## config.mk

```make
export PLATFORM = sky130hd
export DESIGN_NAME = nrzi_tx
export DESIGN_NICKNAME = d
export VERILOG_FILES = /design/src/rtl/nrzi_tx_pkg.sv /design/src/rtl/nrzi_tx_shifter.sv /design/src/rtl/nrzi_tx_encoder.sv /design/src/rtl/nrzi_tx.sv
export SDC_FILE = /design/constraint.sdc
export NUM_CORES = 1
export LEC_CHECK = 0
export ABC_AREA = 0
export BUFFER_PORTS_ARGS = -buffer_cell sky130_fd_sc_hd__buf_2
export CAP_MARGIN = 25
export CORE_MARGIN = 10
export CORE_UTILIZATION = 51
export CTS_BUF_LIST = sky130_fd_sc_hd__clkbuf_8 sky130_fd_sc_hd__clkbuf_16
export CTS_CLUSTER_SIZE = 16
export DETAILED_ROUTE_END_ITERATION = 10
export HOLD_SLACK_MARGIN = 0.05
export MAX_ROUTING_LAYER = met4
export PLACE_DENSITY_LB_ADDON = 0.3
export SLEW_MARGIN = 20
export SYNTH_ARGS = -nofsm -noshare
export SYNTH_HDL_FRONTEND = slang
export SYNTH_SLANG_ARGS = --single-unit
export TNS_END_PERCENT = 50
```

## constraint.sdc

```tcl
create_clock -name clk -period 1.7 [get_ports clk]
set_input_delay 0.34 -clock clk [delete_from_list [all_inputs] [get_ports clk]]
set_output_delay 0.34 -clock clk [all_outputs]
set_load 0.02 [all_outputs]
```

## src/rtl/nrzi_tx_pkg.sv

```systemverilog
package nrzi_tx_pkg;
  // NRZI rule: a 0 inverts the level, a 1 keeps it
  function automatic logic nrzi_next(input logic level, input logic data_bit);
    return data_bit ? level : ~level;
  endfunction
endpackage

```

## src/rtl/nrzi_tx_shifter.sv

```systemverilog
module nrzi_tx_shifter #(
  parameter int DATA_W = 16
) (
  input  logic              clk,
  input  logic              rst,
  input  logic              adv,
  input  logic              flush,
  input  logic [DATA_W-1:0] in_data,
  input  logic              in_valid,
  output logic              out_ready,
  output logic              bit_now
);
  localparam int SR_W = DATA_W + 1;

  logic [SR_W-1:0] sr_q;
  logic [SR_W-1:0] load_val;
  logic [SR_W-1:0] cur;
  logic            empty;

  // empty when only the marker (or nothing) is left
  assign empty    = (sr_q[SR_W-1:1] == '0);
  assign load_val = {1'b1, (in_valid ? in_data : {DATA_W{1'b1}})};
  assign cur      = empty ? load_val : sr_q;
  assign bit_now  = cur[0];
  assign out_ready = adv & empty;

  always_ff @(posedge clk) begin
    if (rst) begin
      sr_q <= '0;
    end else if (flush) begin
      sr_q <= '0;
    end else if (adv) begin
      sr_q <= cur >> 1;
    end
  end

  // after an advancing tick the register keeps the marker
  assert_marker_kept_R3: assert property (@(posedge clk) disable iff (rst)
    adv |=> (sr_q != '0));

  // a request is never followed by another one on the next cycle
  assert_no_back_request_R2: assert property (@(posedge clk) disable iff (rst)
    out_ready |=> !out_ready);

  // a disabled cycle leaves the register empty
  assert_flush_empties_R7: assert property (@(posedge clk) disable iff (rst)
    flush |=> (sr_q == '0));
endmodule

```

## src/rtl/nrzi_tx_encoder.sv

```systemverilog
module nrzi_tx_encoder #(
  parameter logic IDLE_LEVEL = 1'b0
) (
  input  logic clk,
  input  logic rst,
  input  logic adv,
  input  logic flush,
  input  logic bit_in,
  output logic line_out
);
  import nrzi_tx_pkg::*;

  logic lvl_q;
  logic line_q;

  always_ff @(posedge clk) begin
    if (rst) begin
      lvl_q  <= 1'b0;
      line_q <= 1'b0;
    end else if (flush) begin
      line_q <= IDLE_LEVEL;
    end else if (adv) begin
      line_q <= lvl_q;                      // drive the earlier result first
      lvl_q  <= nrzi_next(lvl_q, bit_in);   // then prepare the next one
    end
  end

  assign line_out = line_q;

  // a 1 bit must not change the held level
  assert_one_holds_R4: assert property (@(posedge clk) disable iff (rst)
    (adv && bit_in) |=> $stable(lvl_q));

  // a 0 bit must invert the held level
  assert_zero_toggles_R4: assert property (@(posedge clk) disable iff (rst)
    (adv && !bit_in) |=> (lvl_q != $past(lvl_q)));

  // the line only moves on a tick or when idled
  assert_line_on_tick_R8: assert property (@(posedge clk) disable iff (rst)
    (!adv && !flush) |=> $stable(line_q));
endmodule

```

## src/rtl/nrzi_tx.sv

```systemverilog
module nrzi_tx #(
  parameter int   DATA_W     = 16,
  parameter logic IDLE_LEVEL = 1'b0
) (
  input  logic              clk,
  input  logic              rst,
  input  logic              tx_en,
  input  logic              tick,
  input  logic [DATA_W-1:0] word_data,
  input  logic              word_valid,
  output logic              word_ready,
  output logic              line_out
);
  logic adv;
  logic flush;
  logic cur_bit;

  assign adv   = tick & tx_en;
  assign flush = ~tx_en;

  nrzi_tx_shifter #(.DATA_W(DATA_W)) shift_i (
    .clk      (clk),
    .rst      (rst),
    .adv      (adv),
    .flush    (flush),
    .in_data  (word_data),
    .in_valid (word_valid),
    .out_ready(word_ready),
    .bit_now  (cur_bit)
  );

  nrzi_tx_encoder #(.IDLE_LEVEL(IDLE_LEVEL)) enc_i (
    .clk     (clk),
    .rst     (rst),
    .adv     (adv),
    .flush   (flush),
    .bit_in  (cur_bit),
    .line_out(line_out)
  );

  assert_idle_level_R7: assert property (@(posedge clk) disable iff (rst)
    !tx_en |=> (line_out == IDLE_LEVEL));

  assert_ready_needs_tick_R2: assert property (@(posedge clk) disable iff (rst)
    word_ready |-> (tick && tx_en));

  assert_reset_state_R1: assert property (@(posedge clk)
    rst |=> (!line_out));
endmodule

```

==> impl_metrics.yaml <==
logic_synthesis:
  postSynthNetCount: 128
  synth.top_cells.by_area: "sky130_fd_sc_hd__dfxtp_1 39%, sky130_fd_sc_hd__mux2i_1 16%, sky130_fd_sc_hd__nand2b_1 8.8%"
  synth-seq-area-share_pct: 39.02
  yosys.area_share.xor_xnor_pct: 0
  synthArstFlopShare_pct: 0
  syn_area_um2: 923.4
  yosys_most_used_dff: "sky130_fd_sc_hd__dfxtp_1"
  ys_warn_count: 0
  synth_top_cells_by_count: "18 x sky130_fd_sc_hd__dfxtp_1, 16 x sky130_fd_sc_hd__o21ai_0, 15 x sky130_fd_sc_hd__a21oi_1, 15 x sky130_fd_sc_hd__mux2i_1, 13 x sky130_fd_sc_hd__nand2b_1"
  synth_adder_area_share_pct: 0
  largest_family_of_logic_cells_by_synthesized_area: "simple AND/OR/NAND/NOR gates"
  syn-instance-count: 107
  area_fraction_in_compound_gates_after_synthesis_pct: 18.43
  yosysTopAreaCell: "sky130_fd_sc_hd__dfxtp_1"
  number_of_flip_flops_and_latches_in_the_synthesized_netlist: 18
  synth_edf_count: 0
  synth_top_area_share_pct: 39.02
  synth_unique_cells: 19
  yosysMostFrequentCell: "sky130_fd_sc_hd__dfxtp_1"
  simple_gate_area_share_of_the_yosys_netlist_pct: 19.78
  postSynthAreaPerCell_um2: 8.630
  synth_mux_area_share_pct: 17.48
status:
  violations: "negative setup slack"
  outcome: "finished, violations left"
pwr:
  intPower_uw: 715.9
  power.share.clock_pct: 29.7
  vdd.ir_drop.worst_mv: 0.5030
  power.combinational.fraction_pct: 22.3
  p_leak_nw: 0.5596
  sequentialPowerShare_pct: 47.9
  p_switching_uw: 249.4
  p_sw_share_pct: 25.84
  power.density_cell_area_nw_per_um2: 833.2
timing:
  max_freq_ghz: 0.5843
  setup_ws_ns: -0.01146
  relative_slew_slack_pct: 82.55
  min_period_ns: 1.711
  finalSetupTns_ns: -0.01146
  final_max_tran_viols: 0
  final.period_utilization_pct: 100.7
  grt_setup_unrepaired: "yes"
  max_slew.worst_pin.slew_ns: 0.2596
  holdWs_ns: 0.3978
  final-hold-violation-count: 0
  finalSetupViolCount: 1
  fin_worst_skew_ns: 0.004389
final_layout:
  regArea_um2: 362.8
  multi_input_area_um2: 535.5
  fraction_of_layout_cells_with_a_size_suffix_above_1_pct: 29.10
  num-nets-final: 157
  diodes: 0
  layout_filler_cell_count: 154
  flow.area_growth_from_synthesis_pct: 25.47
  final_util_pct: 67.10
critical_path:
  critical_path_required_ns: 1.36
  setup.worst_path.start: "shift_i.sr_q[14]$_SDFFE_PP0P_"
  r2r_start: "shift_i.sr_q[14]$_SDFFE_PP0P_"
  r2r.worst_path.cells: 5
  critPathCapture: "word_ready"
  end_kind: "primary output"
  setup.worst_path.start_class: "flip-flop"
  timing.setup.critical_path_class: "reg2out"
  worst_r2r_endpoint: "enc_i.lvl_q$_SDFFE_PP0P_"
  r2r_slack_ns: 0.09
  crit_fanout: 3
  cp.arrival_ns: 1.37
min_path:
  hold_path_class: "in2reg"
grt:
  grt_max_degree: 17
  grt_pass1_vias: 854
  antenna_found_initial: 0
  grt_pass1_wl_mm: 3.663
  overflow: 0
  grtUsageTotal_pct: 11.35
place:
  dpl.hpwl_mm: 1.669
  io_buffers: 22
  preCtsSetupSlack_ns: 0.1279
  gpl.final_weighted_congestion: 0.8364
drt:
  drc: 0
  routed-via-count: 823
  drtAntennaViolNets: 0
  routed_via_density: 5.176
  detailedRoute.firstIterationViolations: 19
  drt-pass1-iter-count: 4
  routed_wirelength_mm: 2.268
  wire_per_inst_um: 14.26
floorplanning:
  initial_utilization_pct: 53.48
  row_count: 15
  floorplan.io_pins: 23
  dieWidth_um: 62.55
  placeableCoreArea_um2: 1727
  die_area_um2: 3913
  chipHeight_um: 62.55
cts:
  cts_tree: "done"
  cts_root_cell: "sky130_fd_sc_hd__clkbuf_8"
  clock_latency_ns: 0.25
  clockBufferDepth: 2
  clkTransAtPathRegs_ns: 0.06
  numClockSinks: 18
  cts_buffers: 3
  htree_num_levels: 1
  cts_hold_buf: 0
run:
  drv.max_cap_violation_count: 0
==> timing repair <==
action                                  CTS  global route
gates resized for setup                   1             5
pin swaps                                 1             4
endpoints found under the setup margin    1             1
buffers inserted                          1             0
==> sequential cells by signal, summed over array words and instances (netlist names) <==
name / cells
shift_i.sr_q: 16
enc_i.lvl_q: 1
enc_i.line_out: 1
==> logic make-up after synthesis <==
| group | Yosys count |
|---|---|
| and+or+nand+nor | 31 |
| AOI/OAI and AO/OA | 33 |
| muxes | 16 |
| DFF | 18 |
| buffers and inverters | 9 |
==> per-layer routing <==
| layer | GRT usage [%] | up-vias | wire length [µm] |
|---|---|---|---|
| li1 | - | 426 | - |
| met2 | 20.00 | 14 | 1188 |
| met1 | 12.11 | 379 | 995 |
| met4 | 4.190 | 0 | 27 |
| met3 | 2.509 | 4 | 56 |
| met5 | - | - | 0 |
==> worst min path at each step <==
stage	startpoint	endpoint	cells past startpoint
after floorplan	shift_i.sr_q[3]$_SDFFE_PP0P_	shift_i.sr_q[2]$_SDFFE_PP0P_	2
after global placement	enc_i.line_out$_SDFFE_PP0P_	enc_i.line_out$_SDFFE_PP0P_	2
after detailed placement	enc_i.line_out$_SDFFE_PP0P_	enc_i.line_out$_SDFFE_PP0P_	2
after CTS	rst	enc_i.line_out$_SDFFE_PP0P_	3
after global routing	rst	enc_i.line_out$_SDFFE_PP0P_	3
final	rst	enc_i.line_out$_SDFFE_PP0P_	3
==> through the flow <==
stage          std cells  total power [mW]  cell area, µm²
2_1_floorplan        107            0.6107           923.4
3_3_place_gp         155            0.6653            1084
3_5_place_dp         155            0.6708            1084
4_1_cts              159            0.9652            1135
5_1_grt              159             1.017            1159
6_report             159            0.9653            1159
==> critical path, stage by stage (launching register included) <==
cell and delay, ns:
sky130_fd_sc_hd__dfxtp_2 0.33, sky130_fd_sc_hd__nor4_2 0.31, sky130_fd_sc_hd__nand4_1 0.16, sky130_fd_sc_hd__nor2_1 0.16
sky130_fd_sc_hd__buf_4 0.16
==> power groups by stage <==
stage          combinational, mW  clock, mW  sequential [mW]
2_1_floorplan              0.147          0            0.463
3_3_place_gp               0.199          0            0.466
3_5_place_dp               0.203          0            0.468
4_1_cts                    0.211      0.296            0.458
5_1_grt                    0.236      0.316            0.465
6_report                   0.216      0.287            0.463
==> layout by cell type, fill, tap and decap left out <==
| cell | instances |
|---|---|
| sky130_fd_sc_hd__nand2b_1 | 13 |
| sky130_fd_sc_hd__nand4_1 | 1 |
| sky130_fd_sc_hd__nor4_2 | 2 |
| sky130_fd_sc_hd__dfxtp_2 | 2 |
| sky130_fd_sc_hd__clkbuf_8 | 3 |
| sky130_fd_sc_hd__mux2i_1 | 15 |
| sky130_fd_sc_hd__a21oi_1 | 15 |
| sky130_fd_sc_hd__nor3_1 | 1 |
| sky130_fd_sc_hd__nor2_1 | 5 |
| sky130_fd_sc_hd__inv_1 | 2 |
| sky130_fd_sc_hd__nor4_4 | 1 |
| sky130_fd_sc_hd__and2_1 | 2 |
| sky130_fd_sc_hd__a21o_1 | 2 |
| sky130_fd_sc_hd__nor3b_1 | 1 |
| sky130_fd_sc_hd__o21ai_0 | 16 |
| sky130_fd_sc_hd__buf_2 | 21 |
| sky130_fd_sc_hd__nand2_1 | 2 |
| sky130_fd_sc_hd__buf_4 | 10 |
| sky130_fd_sc_hd__mux2_1 | 1 |
| sky130_fd_sc_hd__dfxtp_1 | 16 |
| sky130_fd_sc_hd__nor2b_1 | 3 |
==> area by class of cell <==
| cell class | count | share of cell area (%) |
|---|---|---|
| multi-input cells | 80 | 46.22 |
| clock buffers | 3 | 3.564 |
| flip-flops and latches | 18 | 31.32 |
| well taps | 25 | 2.700 |
| inverters | 2 | 0.6479 |
| repair buffers | 31 | 15.55 |
Power figures use the tool's default switching activity.
